$ cat src/rtl/isp_entry_pkg.sv
// Shared definitions for the serial programming entry controller.
// Assumes nothing beyond a single clock domain.
package isp_entry_pkg;

    // Sequencer states
    typedef enum logic [2:0] {
        ST_IDLE,
        ST_PULSE,
        ST_SETTLE,
        ST_XFER,
        ST_EVAL
    } seq_state_e;

    // Second instruction byte, also the value that proves the link is in step
    localparam logic [7:0] SYNC_ECHO = 8'h53;

endpackage

$ cat src/rtl/isp_sck_div.sv
// Serial clock divider: emits a one-cycle tick every HALF_PERIOD clocks
// while run is high, and restarts its count whenever run is low.
// Assumes HALF_PERIOD >= 2, so the serial clock period is at least four clocks.
module isp_sck_div #(
    parameter int HALF_PERIOD = 3
) (
    input  logic clk,
    input  logic rst_n,
    input  logic run,
    output logic tick
);
    localparam int CW = (HALF_PERIOD > 1) ? $clog2(HALF_PERIOD) : 1;

    logic [CW-1:0] cnt;

    // Count clock cycles inside one half period of the serial clock
    always_ff @(posedge clk) begin
        if (!rst_n) begin
            cnt <= '0;
        end else if (!run) begin
            cnt <= '0;
        end else if (cnt == CW'(HALF_PERIOD - 1)) begin
            cnt <= '0;
        end else begin
            cnt <= cnt + 1'b1;
        end
    end

    assign tick = run && (cnt == CW'(HALF_PERIOD - 1));

endmodule

$ cat src/rtl/isp_byte_shift.sv
// Mode-0 byte shifter: load starts one byte. Ticks alternate the serial clock.
// The receive side samples on the rising edge, and the next transmit bit is
// presented on the falling edge. byte_done pulses once after the eighth
// falling edge. Assumes load arrives only while active is low.
module isp_byte_shift (
    input  logic       clk,
    input  logic       rst_n,
    input  logic       load,
    input  logic [7:0] tx_byte,
    input  logic       tick,
    input  logic       miso,
    output logic       active,
    output logic       sck,
    output logic       mosi,
    output logic       byte_done,
    output logic [7:0] rx_byte
);
    logic [7:0] tx_sh;
    logic [7:0] rx_sh;
    logic [2:0] bit_n;

    // Advance the serial clock and the two shift registers on each tick
    always_ff @(posedge clk) begin
        if (!rst_n) begin
            active    <= 1'b0;
            sck       <= 1'b0;
            tx_sh     <= '0;
            rx_sh     <= '0;
            bit_n     <= '0;
            byte_done <= 1'b0;
        end else begin
            byte_done <= 1'b0;
            if (load && !active) begin
                active <= 1'b1;
                tx_sh  <= tx_byte;
                bit_n  <= '0;
                sck    <= 1'b0;
            end else if (active && tick) begin
                if (!sck) begin
                    sck   <= 1'b1;
                    rx_sh <= {rx_sh[6:0], miso};
                end else begin
                    sck   <= 1'b0;
                    tx_sh <= {tx_sh[6:0], 1'b0};
                    if (bit_n == 3'd7) begin
                        active    <= 1'b0;
                        byte_done <= 1'b1;
                    end else begin
                        bit_n <= bit_n + 1'b1;
                    end
                end
            end
        end
    end

    assign mosi    = tx_sh[7];
    assign rx_byte = rx_sh;

endmodule

$ cat src/rtl/isp_entry_seq.sv
// Attempt sequencer: reset pulse, settle wait, four-byte enable instruction,
// echo check and retry bookkeeping, with sticky done and fail flags.
// Assumes the shifter returns byte_done exactly once per load.
module isp_entry_seq
    import isp_entry_pkg::*;
#(
    parameter int         SETTLE_CYCLES    = 400000,
    parameter int         RST_PULSE_CYCLES = 8,
    parameter int         MAX_ATTEMPTS     = 4,
    parameter logic [7:0] OP_BYTE0         = 8'hAC,
    parameter logic [7:0] OP_BYTE2         = 8'h00,
    parameter logic [7:0] OP_BYTE3         = 8'h00
) (
    input  logic       clk,
    input  logic       rst_n,
    input  logic       start,
    input  logic       byte_done,
    input  logic [7:0] rx_byte,
    output logic       load,
    output logic [7:0] tx_byte,
    output logic       tgt_rst,
    output logic       busy,
    output logic       done,
    output logic       fail,
    output logic [7:0] echo_byte
);
    localparam int CMAX = (SETTLE_CYCLES > RST_PULSE_CYCLES) ? SETTLE_CYCLES : RST_PULSE_CYCLES;
    localparam int CW   = $clog2(CMAX + 1);
    localparam int RW   = $clog2(MAX_ATTEMPTS + 1);
    localparam logic [7:0] INSTR [4] = '{OP_BYTE0, SYNC_ECHO, OP_BYTE2, OP_BYTE3};

    seq_state_e    state;
    logic [CW-1:0] cnt;
    logic [RW-1:0] tries;
    logic [1:0]    byte_idx;

    // Walk through pulse, settle, transfer and evaluation for each attempt
    always_ff @(posedge clk) begin
        if (!rst_n) begin
            state     <= ST_IDLE;
            cnt       <= '0;
            tries     <= '0;
            byte_idx  <= '0;
            load      <= 1'b0;
            tgt_rst   <= 1'b0;
            done      <= 1'b0;
            fail      <= 1'b0;
            echo_byte <= '0;
        end else begin
            load <= 1'b0;
            case (state)
                ST_IDLE: begin
                    if (start) begin
                        done    <= 1'b0;
                        fail    <= 1'b0;
                        tries   <= '0;
                        cnt     <= '0;
                        tgt_rst <= 1'b1;
                        state   <= ST_PULSE;
                    end
                end
                ST_PULSE: begin
                    if (cnt == CW'(RST_PULSE_CYCLES - 1)) begin
                        tgt_rst <= 1'b0;
                        cnt     <= '0;
                        state   <= ST_SETTLE;
                    end else begin
                        cnt <= cnt + 1'b1;
                    end
                end
                ST_SETTLE: begin
                    if (cnt == CW'(SETTLE_CYCLES - 1)) begin
                        byte_idx <= '0;
                        load     <= 1'b1;
                        state    <= ST_XFER;
                    end else begin
                        cnt <= cnt + 1'b1;
                    end
                end
                ST_XFER: begin
                    if (byte_done) begin
                        if (byte_idx == 2'd2) begin
                            echo_byte <= rx_byte;
                        end
                        if (byte_idx == 2'd3) begin
                            state <= ST_EVAL;
                        end else begin
                            byte_idx <= byte_idx + 1'b1;
                            load     <= 1'b1;
                        end
                    end
                end
                ST_EVAL: begin
                    if (echo_byte == SYNC_ECHO) begin
                        done  <= 1'b1;
                        state <= ST_IDLE;
                    end else if (tries == RW'(MAX_ATTEMPTS - 1)) begin
                        fail  <= 1'b1;
                        state <= ST_IDLE;
                    end else begin
                        tries   <= tries + 1'b1;
                        cnt     <= '0;
                        tgt_rst <= 1'b1;
                        state   <= ST_PULSE;
                    end
                end
                default: state <= ST_IDLE;
            endcase
        end
    end

    assign tx_byte = INSTR[byte_idx];
    assign busy    = (state != ST_IDLE);

endmodule

$ cat src/rtl/isp_entry_ctrl.sv
// Top level of the serial programming entry controller: connects the
// attempt sequencer, the byte shifter and the serial clock divider.
// Assumes tgt_miso is already synchronous to clk or slow relative to it.
module isp_entry_ctrl #(
    parameter int         CLK_HALF_PERIOD  = 3,
    parameter int         SETTLE_CYCLES    = 400000,
    parameter int         RST_PULSE_CYCLES = 8,
    parameter int         MAX_ATTEMPTS     = 4,
    parameter logic [7:0] OP_BYTE0         = 8'hAC,
    parameter logic [7:0] OP_BYTE2         = 8'h00,
    parameter logic [7:0] OP_BYTE3         = 8'h00
) (
    input  logic       clk,
    input  logic       rst_n,
    input  logic       start,
    input  logic       tgt_miso,
    output logic       tgt_sck,
    output logic       tgt_mosi,
    output logic       tgt_rst,
    output logic       busy,
    output logic       done,
    output logic       fail,
    output logic [7:0] echo_byte
);
    logic       load;
    logic [7:0] tx_byte;
    logic       byte_done;
    logic [7:0] rx_byte;
    logic       sh_active;
    logic       tick;

    isp_entry_seq #(
        .SETTLE_CYCLES   (SETTLE_CYCLES),
        .RST_PULSE_CYCLES(RST_PULSE_CYCLES),
        .MAX_ATTEMPTS    (MAX_ATTEMPTS),
        .OP_BYTE0        (OP_BYTE0),
        .OP_BYTE2        (OP_BYTE2),
        .OP_BYTE3        (OP_BYTE3)
    ) u_seq (
        .clk      (clk),
        .rst_n    (rst_n),
        .start    (start),
        .byte_done(byte_done),
        .rx_byte  (rx_byte),
        .load     (load),
        .tx_byte  (tx_byte),
        .tgt_rst  (tgt_rst),
        .busy     (busy),
        .done     (done),
        .fail     (fail),
        .echo_byte(echo_byte)
    );

    isp_byte_shift u_shift (
        .clk      (clk),
        .rst_n    (rst_n),
        .load     (load),
        .tx_byte  (tx_byte),
        .tick     (tick),
        .miso     (tgt_miso),
        .active   (sh_active),
        .sck      (tgt_sck),
        .mosi     (tgt_mosi),
        .byte_done(byte_done),
        .rx_byte  (rx_byte)
    );

    isp_sck_div #(
        .HALF_PERIOD(CLK_HALF_PERIOD)
    ) u_div (
        .clk  (clk),
        .rst_n(rst_n),
        .run  (sh_active),
        .tick (tick)
    );

endmodule

$ cat config.mk
export PLATFORM = sky130hd
export DESIGN_NAME = isp_entry_ctrl
export DESIGN_NICKNAME = d
export VERILOG_FILES = /design/src/rtl/isp_entry_pkg.sv /design/src/rtl/isp_sck_div.sv /design/src/rtl/isp_byte_shift.sv /design/src/rtl/isp_entry_seq.sv /design/src/rtl/isp_entry_ctrl.sv
export SDC_FILE = /design/constraint.sdc
export NUM_CORES = 1
export LEC_CHECK = 0
export ABC_AREA = 0
export ABC_CLOCK_PERIOD_IN_PS = 2400
export BUFFER_PORTS_ARGS = -buffer_cell sky130_fd_sc_hd__buf_2
export CAP_MARGIN = 15
export CELL_PAD_IN_SITES_DETAIL_PLACEMENT = 0
export CELL_PAD_IN_SITES_GLOBAL_PLACEMENT = 2
export CORE_MARGIN = 2
export CORE_UTILIZATION = 38
export CTS_BUF_LIST = sky130_fd_sc_hd__clkbuf_8
export CTS_CLUSTER_SIZE = 24
export DETAILED_ROUTE_END_ITERATION = 8
export GPL_ROUTABILITY_DRIVEN = 0
export PLACE_DENSITY_LB_ADDON = 0.05
export SLEW_MARGIN = 10
export SYNTH_ARGS = -nofsm -noshare
export SYNTH_HDL_FRONTEND = slang
export SYNTH_SLANG_ARGS = --single-unit
$ cat constraint.sdc
create_clock -name clk -period 2.4 [get_ports clk]
set_input_delay 0.12 -clock clk [delete_from_list [all_inputs] [get_ports clk]]
set_output_delay 0.12 -clock clk [all_outputs]
set_load 0.01 [all_outputs]
Yosys cells after proc, flatten, opt, wreduce, memory -nomap -nowiden
Index checks and enable logic that the tools add are counted.
Widths: inputs -> output; s select.
{"block": "classes", "add_sub_neg": 5, "multipliers": 0, "div_mod_pow": 0, "magnitude_cmp": 1, "n_eq_ne": 23, "shifts": 0, "n_mux": 49, "n_bitwise": 7, "reduce_logical": 28}
{"op": "$mux 19", "n": 5}
{"op": "$pmux 19 s4", "n": 1}
{"op": "$mux 8", "n": 5}
{"op": "$mux 3", "n": 9}
{"op": "$add 19x1->19 const B", "n": 1}
{"op": "$eq 19x19->1 const B", "n": 1}
{"op": "$eq 19x3->1 const B", "n": 1}
{"op": "$mux 1", "n": 18}
{"op": "$bmux 8 s2", "n": 1}
{"op": "$pmux 3 s5", "n": 1}
{"op": "$reduce_and 3->1", "n": 5}
{"op": "$reduce_and 5->1", "n": 3}
{"op": "$ne 2x1->1 const B", "n": 6}
{"op": "$reduce_and 4->1", "n": 3}
{"op": "$ne 2x2->1 const B", "n": 5}
{"op": "$reduce_bool 2->1", "n": 5}
{"op": "$eq 3x2->1 const B", "n": 3}
{"op": "$eq 8x7->1 const B", "n": 1}
{"op": "$add 3x1->3 const B", "n": 2}
{"op": "$eq 2x2->1 const B", "n": 3}
{"op": "$eq 3x3->1 const B", "n": 2}
{"op": "$mux 2", "n": 3}
{"op": "$not 1->1", "n": 6}
{"op": "$pmux 1 s2", "n": 3}
{"op": "16 further kinds", "n": 20}
{"block": "word_totals", "ff_bits": 63, "latch_bits": 0, "ram_bits": 0, "mem_bits_ro": 0, "n_memories": 0}

Depth between registers and ports, before layout
Gate-level depths: netlist (run 1).
{"block": "logic_depth", "ltp_word": 5, "ltp_mapped": 9, "ltp_nobuf": 7}

By module
From an unflattened synthesis (run 1), not the netlist that was laid out.
{"block": "unflattened", "cells_unflattened": 357, "hier_area_um2": 3238.1}
{"module": "isp_entry_seq", "instances": 1, "cells_each": 254, "area_per_inst_um2": 2224.6, "seq_area_each_um2": 780.7}
{"module": "isp_byte_shift", "instances": 1, "cells_each": 96, "area_per_inst_um2": 924.6, "seq_area_each_um2": 440.4}
{"module": "isp_sck_div", "instances": 1, "cells_each": 7, "area_per_inst_um2": 88.8, "seq_area_each_um2": 40.0}

Worst setup path after synthesis (run 1)
OpenSTA, ideal clock, no wires.
{"block": "synth_timing", "path_type": "register to register", "startpoint": "register u_seq.tries[0]", "endpoint": "register u_seq.cnt[11]", "setup_time_ns": 0.070, "t_arrival_ns": 2.024, "required_ns": 2.330, "setup_slack_ns": 0.306, "path_stages_with_launch": 8, "n_path_buf": 0, "period_less_slack_ns": 2.094, "path_cell_list": "dfxtp_1 > ha_1 > ha_1 > nor4b_2 > o41ai_2 > a32o_2 > or4_1 > a21oi_1"}
{"block": "synth_between", "elab_chain_cells": 3}
{"item": "start: declaration", "line": "isp_entry_seq.sv:34", "text": "logic [RW-1:0] tries;"}
{"item": "start signal: assignment", "line": "isp_entry_seq.sv:101", "text": "tries <= tries + 1'b1;"}
{"item": "$eq 3x2->1", "line": "isp_entry_seq.sv:97", "text": "end else if (tries == RW'(MAX_ATTEMPTS - 1)) begin"}
{"item": "$ne 2x2->1 (no line)"}
{"item": "$reduce_and 5->1 (no line)"}
{"item": "end signal: assignment", "line": "isp_entry_seq.sv:68", "text": "cnt <= cnt + 1'b1;"}
{"item": "end signal: assignment", "line": "isp_entry_seq.sv:77", "text": "cnt <= cnt + 1'b1;"}
{"item": "end: declaration", "line": "isp_entry_seq.sv:33", "text": "logic [CW-1:0] cnt;"}
No other way between the ends.
A chain may end at the register's enable or synchronous reset.

Worst setup path after layout (run 1)
{"block": "layout_timing", "startpoint": "register u_seq.tries[0]", "endpoint": "register u_seq.cnt[5]"}
The elaborated chain is that of the path after synthesis.

==> results of run 1 <==
stage by stage:
stage / total power, mW / utilization / worst slack [ns] / instances / hold WS (ns)
floorplan: 1.35 / - / 0.306 / 356 / 0.256
global placement: 1.45 / 0.420 / 0.199 / 470 / 0.363
detailed placement: 1.44 / 0.420 / 0.156 / 470 / 0.373
CTS: 2.35 / 0.445 / 0.114 / 486 / 0.00299
global route: 2.46 / 0.448 / 0.00830 / 487 / 0.0292
finish: 2.34 / 0.448 / 0.146 / 487 / 0.0144
placed cells by master (no fill, tap or decap), drive strengths merged, types with 3 or more instances in the layout:
cell type   n
dfxtp      63
nand2      60
buf        31
nor2       30
a21oi      28
nand3      20
a31oi      11
inv        10
mux2i      10
ha         10
or4        10
o21ai      10
clkbuf      9
o31ai       8
nor4        6
and2        5
nand4       5
o221ai      5
or3         4
nor3        4
or2         4
and3        4
clkinv      4
nor2b       3
nand3b      3
o2111ai     3
logic make-up after synthesis:
kind of cell,count (synthesis),share of synthesized area
AOI/OAI and AO/OA,79,0.176
adders and majority gates,10,0.0416
and+or+nand+nor,165,0.283
buffers and inverters,27,0.0403
muxes,11,0.0370
xor gates and xnor gates,1,0.00291
DFF,63,0.419
registers in the layout, summed over array words and instances (netlist names):
name	count
u_seq.done	1
u_shift.sck	1
u_seq.byte_idx	2
u_shift.byte_done	1
u_seq.fail	1
u_shift.rx_byte	8
u_shift.active	1
u_seq.state	3
u_shift.tx_sh	8
u_seq.load	1
u_seq.tries	3
u_seq.cnt	19
u_seq.tgt_rst	1
u_div.cnt	2
u_seq.echo_byte	8
u_shift.bit_n	3
area by class of cell:
| class | instances | area (µm²) |
|---|---|---|
| Fill cell | 831 | 4250 |
| Clock buffer | 9 | 124 |
| Timing Repair Buffer | 31 | 190 |
| Inverter | 9 | 33.8 |
| Clock inverter | 7 | 65.1 |
| Sequential cell | 63 | 1260 |
| Multi-Input combinational cell | 266 | 1640 |
| Tap cell | 102 | 128 |
worst max-delay path: cells and delay by family, from the launching register on:
| family | cells | cell delay (ns) |
|---|---|---|
| adders and majority gates | 2 | 0.41 |
| and+or+nand+nor | 2 | 0.81 |
| DFF | 1 | 0.33 |
| AOI/OAI and AO/OA | 3 | 0.65 |
synthesized netlist by cell type, types with 2 or more instances:
cell type | count | area [µm²]
o221ai_1 | 5 | 43.8
inv_1 | 9 | 33.8
nor2_1 | 30 | 113
o21a_1 | 2 | 15.0
and3_1 | 4 | 25.0
nand3_1 | 20 | 100
nand3b_1 | 3 | 22.5
o31ai_1 | 7 | 52.6
nand4_1 | 5 | 31.3
buf_6 | 2 | 22.5
dfxtp_1 | 63 | 1260
nor4_2 | 2 | 25.0
or2_2 | 4 | 25.0
o211ai_1 | 2 | 15.0
a21oi_1 | 28 | 140
ha_1 | 10 | 125
nor4_1 | 3 | 18.8
o2111ai_1 | 3 | 26.3
mux2i_1 | 10 | 100
and2_1 | 5 | 31.3
nand2_1 | 60 | 225
nor3_1 | 4 | 20.0
a31oi_1 | 10 | 62.6
o31a_1 | 2 | 17.5
nor2b_1 | 3 | 18.8
or3_1 | 4 | 25.0
or4_1 | 9 | 67.6
clkbuf_1 | 13 | 48.8
o21ai_0 | 9 | 45.0
metal layers:
layer / vias up / global-route usage
met5: - / 0
met4: 0 / 0.0772
met3: 11 / 0.0355
met2: 30 / 0.298
met1: 1234 / 0.209
li1: 1347 / -
repair_timing:
action                     CTS  global route
resized for setup            0             2
hold endpoints to repair     0             0
setup endpoints to repair    0             5
setup buffers                0             1
final timing paths:
kind                       start                 end  cells after the start
setup reg to reg  u_seq.tries[0]        u_seq.cnt[5]                      7
hold reg to reg     u_div.cnt[0]        u_div.cnt[0]                      1
hold / removal          tgt_miso  u_shift.rx_byte[0]                      3
setup / recovery  u_seq.tries[0]        u_seq.cnt[5]                      7
where the power goes:
part           internal, mW  switching [mW]  total [mW]
sequential             1.07          0.0323        1.10
clock                 0.472           0.436       0.908
combinational         0.122           0.207       0.329
total                  1.66           0.676        2.34
==> reports/summary.txt, run 1 <==
Status -> completed
Skew-Pair Late Insertion Delay -> 0.34 ns
Routed wl met2 -> 3410 µm
Metal3 WL -> 176 µm
Initial antenna violation count -> 0
Largest net degree at the start of global routing -> 28
CP Launch Type -> flip-flop
Drt drc -> 0
Setup violators final -> 0
TritonRoute pass-1 iters -> 4
First-pass GRT wire length -> 11900 µm
Slew Limit Fails -> 0
Top cell by count, worst path -> ha_1
Diode count -> 0
Post-DRT Antenna Nets -> 0
Max Fclk -> 0.444 GHz
Final net count -> 394
Max Used Layer -> met4
Die height -> 93.0 µm
Vias -> 2622
FF+latch count, synth -> 63
H-tree depth -> 3
Worst-Margin Slew -> 0.592 ns
Clk buf depth -> 2
Cell area power density -> 679 nW/µm²
Synth Cell Area -> 3010 µm²
Max Cap Viol -> 0
Worst-path maximum fanout -> 17
Row count -> 32
Hpwl dp -> 4880 µm
Predominant post-synthesis flop cell -> dfxtp_1
Core area -> 7690 µm²
Clk_skew -> 0.00867 ns
Crit Path Class -> flip-flop to flip-flop
R2R setup slack -> 0.15 ns
Initial Utilization -> 0.391
EDFF count, synth -> 0
RSZ-0062 raised after global routing -> false
Io pins -> 18
Routed wire length per instance -> 14.3 µm
Drt total wl -> 6960 µm
Synth Area per Inst -> 8.45 µm²
Cts hold-fix bufs -> 0
Clk slew on worst S/H paths -> 0.07 ns
Final period util -> 0.939
Worst EP required -> 2.68 ns
WL met1 -> 3250 µm
Ys async rst share -> 0
DP Area -> 3230 µm²
Distinct cell type count after synthesis -> 54
Crit path cell chain -> ha_1 -> ha_1 -> nor4b_2 -> o41ai_2 -> a32o_4 -> or4_1 -> a21oi_2
Hold Path Class -> input pin to flip-flop
I/O Buffers -> 17
Finished Cell Area -> 3440 µm²
Area Growth Syn to Fin -> 14.4%
Root Driver -> clkbuf_8
Iter 0 DRT Violations -> 103
Crit-path max cell delay -> 0.54 ns
Max VDD drop -> 0.249 mV
TNS Setup -> 0 ns
Slowest cell on crit path -> or4_1
Worst Path Arrival -> 2.53 ns
Fin crit period -> 2.25 ns
Post-Syn Instances -> 356
Layout cells sized above 1 -> 0.161
Num CTS Buffers -> 9
CTS tree -> built
Vias in the first global route -> 2487
Endpoint type of the worst setup path -> flip-flop
Final Hold Fails -> 0
Vias per std cell -> 5.38
Register area share after synthesis -> 0.419
CTS Sinks -> 63
Synth warnings -> 0
Relative slew slack -> 0.601
Overflow after GRT -> 0
Leakage power -> 1.30 nW
GRT Total Usage -> 0.174
Die Width -> 93.0 µm
Die ar. -> 8650 µm²
Mapped Nets -> 370
(Power assumes the default switching activity.)
==> run 2: changes to the inputs <==
--- a/config.mk
+++ b/config.mk
@@ -7,15 +7,15 @@
 export LEC_CHECK = 0
 export ABC_AREA = 0
 export ABC_CLOCK_PERIOD_IN_PS = 2400
-export BUFFER_PORTS_ARGS = -buffer_cell sky130_fd_sc_hd__buf_2
 export CAP_MARGIN = 15
 export CELL_PAD_IN_SITES_DETAIL_PLACEMENT = 0
 export CELL_PAD_IN_SITES_GLOBAL_PLACEMENT = 2
 export CORE_MARGIN = 2
-export CORE_UTILIZATION = 38
+export CORE_UTILIZATION = 40
 export CTS_BUF_LIST = sky130_fd_sc_hd__clkbuf_8
 export CTS_CLUSTER_SIZE = 24
 export DETAILED_ROUTE_END_ITERATION = 8
+export DONT_BUFFER_PORTS = 1
 export GPL_ROUTABILITY_DRIVEN = 0
 export PLACE_DENSITY_LB_ADDON = 0.05
 export SLEW_MARGIN = 10
==> run 2 against run 1 <==
Compared with the run above:
- first-iteration DRC count fell by 3.9%
- final cell count fell by 3.1%
- clock skew increased by 0.0029 ns
- utilization grew 2.1 points
- die area is 4.8% lower
- critical path type unchanged
- critical endpoint unchanged
- largest cell class unchanged
==> reports/summary.txt, run 2 (synthesized netlist as in run 1, its figures left out) <==
Setup violators final -> 0 (unchanged)
Hold Worst Slack -> 0.0226 ns (+0.00822 ns)
Final Hold Fails -> 0 (unchanged)
Die ar. -> 8230 µm² (-4.8%)
CP top delay family -> simple AND/OR/NAND/NOR gates
Net Sw Frac -> 0.287 (-0.00193)
Leakage power -> 1.23 nW (-5.0%)
Die height -> 90.7 µm (-2.4%)
Slowest cell on crit path -> or4_1
Layout cells sized above 1 -> 0.126 (-0.0350)
I/O Buffers -> 0 (-17)
Worst reg2reg path depth -> 7 (unchanged)
Io pins -> 18 (unchanged)
Gate power share -> 0.150 (+0.009)
Final period util -> 0.923 (-0.0162)
Largest register by flop count -> u_seq.cnt
Initial Utilization -> 0.415 (+0.0234)
CP Buf/Inv Count -> 0 (unchanged)
Internal power -> 1.67 mW (+0.79%)
Clk slew on worst S/H paths -> 0.08 ns (about the same)
Worst-Margin Slew -> 1.03 ns (+0.437 ns)
Endpoint type of the worst setup path -> flip-flop
GRT Total Usage -> 0.177 (+0.00379)
Util after Layout -> 0.469 (+0.0211)
Hold path depth -> 2 (-1)
Hpwl dp -> 4630 µm (-5.2%)
Flop pwr share -> 0.465 (-0.005)
Fin crit period -> 2.21 ns (-0.0388 ns)
Place WS -> 0.156 ns (+0.0000740 ns)
Most common cell after layout, fill and taps aside -> dfxtp_1
Slew Limit Fails -> 0 (unchanged)
Most frequent cells in the layout -> dfxtp_1 (63), nand2_1 (60), nor2_1 (30)
Row count -> 31 (-3.1%)
Clk buf depth -> 2 (unchanged)
Crit Path Class -> flip-flop to flip-flop
Routed wire length per instance -> 14.4 µm (+0.51%)
Area Growth Syn to Fin -> 13.0%
Clk_skew -> 0.0116 ns (+0.00288 ns)
Root Driver -> clkbuf_8
Worst-path maximum fanout -> 21 (+4)
Net Sw Power -> 675 µW (-0.16%)
Top cell by count, worst path -> ha_1
Drt total wl -> 6780 µm (-2.6%)
H-tree depth -> 3 (unchanged)
Vias -> 2612 (-0.38%)
Largest net degree at the start of global routing -> 33 (+18%)
TritonRoute pass-1 iters -> 4 (unchanged)
Largest register FFs -> 19 (unchanged)
Worst setup margin -> 0.185 ns (+0.0388 ns)
Worst path depth -> 7 (unchanged)
Vias in the first global route -> 2388 (-4.0%)
Crit path cell chain -> ha_1 -> ha_1 -> nor4b_4 -> o41ai_2 -> a32o_4 -> or4_1 -> a21oi_1
Core area -> 7250 µm² (-5.6%)
Final net count -> 382 (-3.0%)
Die Width -> 90.7 µm (-2.4%)
Worst EP required -> 2.66 ns (-0.02 ns)
Max VDD drop -> 0.231 mV (-7.0%)
Max Cap Viol -> 0 (unchanged)
Skew-Pair Late Insertion Delay -> 0.34 ns (about the same)
Initial antenna violation count -> 0 (unchanged)
CP Launch Type -> flip-flop
Relative slew slack -> 0.312 (-0.289)
First-pass GRT wire length -> 11700 µm (-1.3%)
Crit-path max cell delay -> 0.51 ns (-0.03 ns)
CTS tree -> built
CTS Sinks -> 63 (unchanged)
Clock share of power -> 0.385 (-0.004)
Max Fclk -> 0.451 GHz (+1.8%)
Finished Cell Area -> 3400 µm² (-1.2%)
R2R setup slack -> 0.19 ns (+0.04 ns)
Worst Path Arrival -> 2.48 ns (-0.05 ns)
Cell area power density -> 691 nW/µm² (+1.7%)
Diode count -> 0 (unchanged)
Iter 0 DRT Violations -> 99 (-3.9%)
DP Area -> 3170 µm² (-1.8%)
Num CTS Buffers -> 9 (unchanged)
Overflow after GRT -> 0 (unchanged)
Hold Path Class -> input pin to flip-flop
Drt drc -> 0 (unchanged)
Status -> completed
Post-DRT Antenna Nets -> 0 (unchanged)
Vias per std cell -> 5.53 (+2.8%)
-- run 2: routing by layer --
layer,part of all wire,GRT usage
met5,0,0
met4,0.016,0.0769
met3,0.044,0.0426
met2,0.47,0.286
met1,0.47,0.226
-- run 2: final cells by class --
| class | count | area [µm²] |
|---|---|---|
| timing repair buffer | 19 | 148 |
| tap | 99 | 124 |
| fill | 759 | 3850 |
| multi-input combinational | 266 | 1650 |
| sequential | 63 | 1260 |
| clock buffer | 9 | 124 |
| inverter | 9 | 33.8 |
| clock inverter | 7 | 65.1 |
-- run 2: what timing repair did --
item	CTS	global route
endpoints found under the hold margin	26	0
hold buffers	2	0
resized for setup	0	2
setup endpoints to repair	0	5
setup buffers	0	0
-- run 2: stage by stage --
stage	power (mW)	TNS, ns	std cells
2_1_floorplan	1.35	0	356
3_3_place_gp	1.45	0	454
3_5_place_dp	1.45	0	454
4_1_cts	2.37	0	472
5_1_grt	2.47	-0.00343	472
6_report	2.35	0	472
-- run 2: worst paths after layout --
check                 start                to
min                   rst_n  u_shift.tx_sh[6]
min reg2reg    u_div.cnt[0]      u_div.cnt[0]
max reg2reg  u_seq.tries[0]      u_seq.cnt[5]
max          u_seq.tries[0]      u_seq.cnt[5]
-- run 2: power groups by stage --
stage          Clock (mW)  Combinational (mW)  Sequential (mW)
2_1_floorplan           0               0.243             1.11
3_3_place_gp            0               0.339             1.12
3_5_place_dp            0               0.339             1.12
4_1_cts             0.930               0.350             1.09
5_1_grt             0.976               0.400             1.10
6_report            0.903               0.352             1.09
==> run 3: changes to the inputs <==
--- a/config.mk
+++ b/config.mk
@@ -6,12 +6,12 @@
 export NUM_CORES = 1
 export LEC_CHECK = 0
 export ABC_AREA = 0
-export ABC_CLOCK_PERIOD_IN_PS = 2400
+export ABC_CLOCK_PERIOD_IN_PS = 2900
 export CAP_MARGIN = 15
 export CELL_PAD_IN_SITES_DETAIL_PLACEMENT = 0
 export CELL_PAD_IN_SITES_GLOBAL_PLACEMENT = 2
 export CORE_MARGIN = 2
-export CORE_UTILIZATION = 40
+export CORE_UTILIZATION = 43
 export CTS_BUF_LIST = sky130_fd_sc_hd__clkbuf_8
 export CTS_CLUSTER_SIZE = 24
 export DETAILED_ROUTE_END_ITERATION = 8
==> constraint.sdc (replaced) <==
create_clock -name clk -period 2.9 [get_ports clk]
set_input_delay 0.145 -clock clk [delete_from_list [all_inputs] [get_ports clk]]
set_output_delay 0.145 -clock clk [all_outputs]
set_load 0.01 [all_outputs]
==> run 3 against run 2 <==
Compared with the run above:
- count of clock-buffer cells in the layout up 2
- combinational power is 30% lower
- clock skew shrank 0.0015 ns
- first-iteration DRC count grew 3.0%
- clock power down 15%
- utilization rose by 1.8 points
- final cell count decreased by 3.2%
- via count decreased by 3.1%
- critical path depth unchanged
- critical path type unchanged
==> reports/summary.txt, run 3 (synthesized netlist as in run 1, its figures left out) <==
Status -> completed
Leakage power -> 1.18 nW (-4.0%)
Worst setup margin -> 0.502 ns (+0.317 ns)
Die height -> 87.7 µm (-3.4%)
First-pass GRT wire length -> 11100 µm (-5.4%)
Post_cts resized -> 0 (unchanged)
Worst-path maximum fanout -> 28 (+33%)
Die ar. -> 7680 µm² (-6.7%)
Net Sw Frac -> 0.275 (-0.0118)
DP Area -> 3080 µm² (-3.0%)
Root Driver -> clkbuf_8
CP Buf/Inv Count -> 0 (unchanged)
Max VDD drop -> 0.214 mV (-7.4%)
Flop pwr share -> 0.473 (+0.008)
Worst EP required -> 3.16 ns (+0.50 ns)
Row count -> 30 (-3.2%)
Die Width -> 87.7 µm (-3.4%)
Net Sw Power -> 531 µW (-21%)
H-tree depth -> 3 (unchanged)
Most frequent cells in the layout -> dfxtp_1 (63), nand2_1 (60), nor2_1 (30)
Finished Cell Area -> 3310 µm² (-2.8%)
Setup violators final -> 0 (unchanged)
Io pins -> 18 (unchanged)
Clock share of power -> 0.399 (+0.014)
Iter 0 DRT Violations -> 102 (+3.0%)
Vias -> 2531 (-3.1%)
Cell area power density -> 583 nW/µm² (-16%)
Hold Worst Slack -> 0.0143 ns (-0.00838 ns)
Max Fclk -> 0.417 GHz (-7.6%)
Worst-Margin Slew -> 1.06 ns (+0.0315 ns)
Drt drc -> 0 (unchanged)
Clk buf depth -> 2 (unchanged)
Dpl cells -> 439 (-3.3%)
# fillers -> 698 (-8.0%)
Layout cells sized above 1 -> 0.0942 (-0.0318)
RSZ-0062 raised after global routing -> false
Diode count -> 0 (unchanged)
Hpwl dp -> 4430 µm (-4.3%)
Largest net degree at the start of global routing -> 34 (+3.0%)
Most common cell after layout, fill and taps aside -> dfxtp_1
Skew-Pair Late Insertion Delay -> 0.33 ns (about the same)
Clk slew on worst S/H paths -> 0.07 ns (about the same)
Post-DRT Antenna Nets -> 0 (unchanged)
Post CTS Setup Buffer Count -> 0 (unchanged)
Internal power -> 1.40 mW (-16%)
CTS tree -> built
CP Launch Type -> flip-flop
Top cell by count, worst path -> ha_1
Final net count -> 371 (-2.9%)
TNS Setup -> 0 ns (unchanged)
Overflow after GRT -> 0 (unchanged)
Max Cap Viol -> 0 (unchanged)
Layout Cells excl Fill -> 457 (-3.2%)
Place WS -> 0.497 ns (+0.341 ns)
TritonRoute pass-1 iters -> 4 (unchanged)
Gate power share -> 0.128 (-0.022)
Routed wire length per instance -> 14.5 µm (+0.93%)
Area Growth Syn to Fin -> 9.90%
Crit-path max cell delay -> 0.55 ns (+0.04 ns)
CTS Sinks -> 63 (unchanged)
GRT Total Usage -> 0.182 (+0.00410)
Final period util -> 0.827 (-0.0959)
Crit Path Class -> flip-flop to flip-flop
Vias in the first global route -> 2379 (-0.38%)
Largest register FFs -> 19 (unchanged)
Initial antenna violation count -> 0 (unchanged)
Drt total wl -> 6620 µm (-2.3%)
Relative slew slack -> 0.293 (-0.0195)
Vias per std cell -> 5.54 (about the same)
I/O Buffers -> 0 (unchanged)
Core area -> 6790 µm² (-6.3%)
Num CTS Buffers -> 9 (unchanged)
Clk_skew -> 0.0101 ns (-0.00148 ns)
Initial Utilization -> 0.443 (+0.0280)
Slew Limit Fails -> 0 (unchanged)
Fin crit period -> 2.40 ns (+0.183 ns)
CP top delay family -> simple AND/OR/NAND/NOR gates
Endpoint type of the worst setup path -> flip-flop
Final Hold Fails -> 0 (unchanged)
Worst Path Arrival -> 2.66 ns (+0.18 ns)
Crit path cell chain -> ha_1 -> ha_1 -> nor4b_2 -> o41ai_2 -> a32o_2 -> or4_1 -> a21oi_1
Largest register by flop count -> u_seq.cnt
Hold Path Class -> input pin to flip-flop
Slowest cell on crit path -> or4_1
==> run 3: changes by cell type in the layout (fill, tap and decap cells not counted), sizes merged <==
| cell | previous run | this run |
|---|---|---|
| clkinv | 4 | 1 |
| buf | 17 | 5 |
| dlygate4sd3 | 2 | 3 |
| clkbuf | 9 | 11 |
==> run 3: path summary, 6_finish.rpt <==
path,start,to,slack [ns],cells past startpoint
setup / recovery,u_seq.tries[0],u_seq.cnt[11],0.50,7
hold / removal,rst_n,u_seq.cnt[12],0.01,2
setup reg to reg,u_seq.tries[0],u_seq.cnt[11],0.50,7
hold reg to reg,u_div.cnt[0],u_div.cnt[0],0.42,1
==> run 3: what timing repair did <==
item,CTS,global route
hold endpoints to repair,14,0
hold buffers,3,0
setup endpoints to repair,0,0
==> run 3: metal layers <==
| layer | vias up | GRT usage | routed length, µm |
|---|---|---|---|
| li1 | 1292 | - | - |
| met1 | 1197 | 0.224 | 3230 |
| met2 | 27 | 0.299 | 3070 |
| met3 | 15 | 0.0434 | 185 |
| met4 | 0 | 0.0839 | 142 |
| met5 | - | 0 | 0 |
==> run 3: power by group through the flow <==
stage	logic [mW]	clock network, mW	registers [mW]
final	0.246	0.770	0.913
after global placement	0.240	0	0.933
after global routing	0.276	0.826	0.918
after detailed placement	0.239	0	0.933
after CTS	0.248	0.797	0.913
after floorplan	0.201	0	0.920
==> run 3: through the flow <==
| step | total power, mW | utilization |
|---|---|---|
| 6_report | 1.93 | 0.487 |
| 2_1_floorplan | 1.12 | - |
| 3_3_place_gp | 1.17 | 0.453 |
| 4_1_cts | 1.96 | 0.487 |
| 3_5_place_dp | 1.17 | 0.453 |
| 5_1_grt | 2.02 | 0.487 |
==> run 3: cell type report <==
type | instances | area [µm²] | share of cell area
clock buffer | 11 | 151 | 0.0458
tap | 96 | 120 | 0.0363
inverter | 9 | 33.8 | 0.0102
multi-input combinational | 266 | 1630 | 0.492
timing repair buffer | 8 | 67.6 | 0.0204
sequential | 63 | 1260 | 0.381
clock inverter | 4 | 46.3 | 0.0140
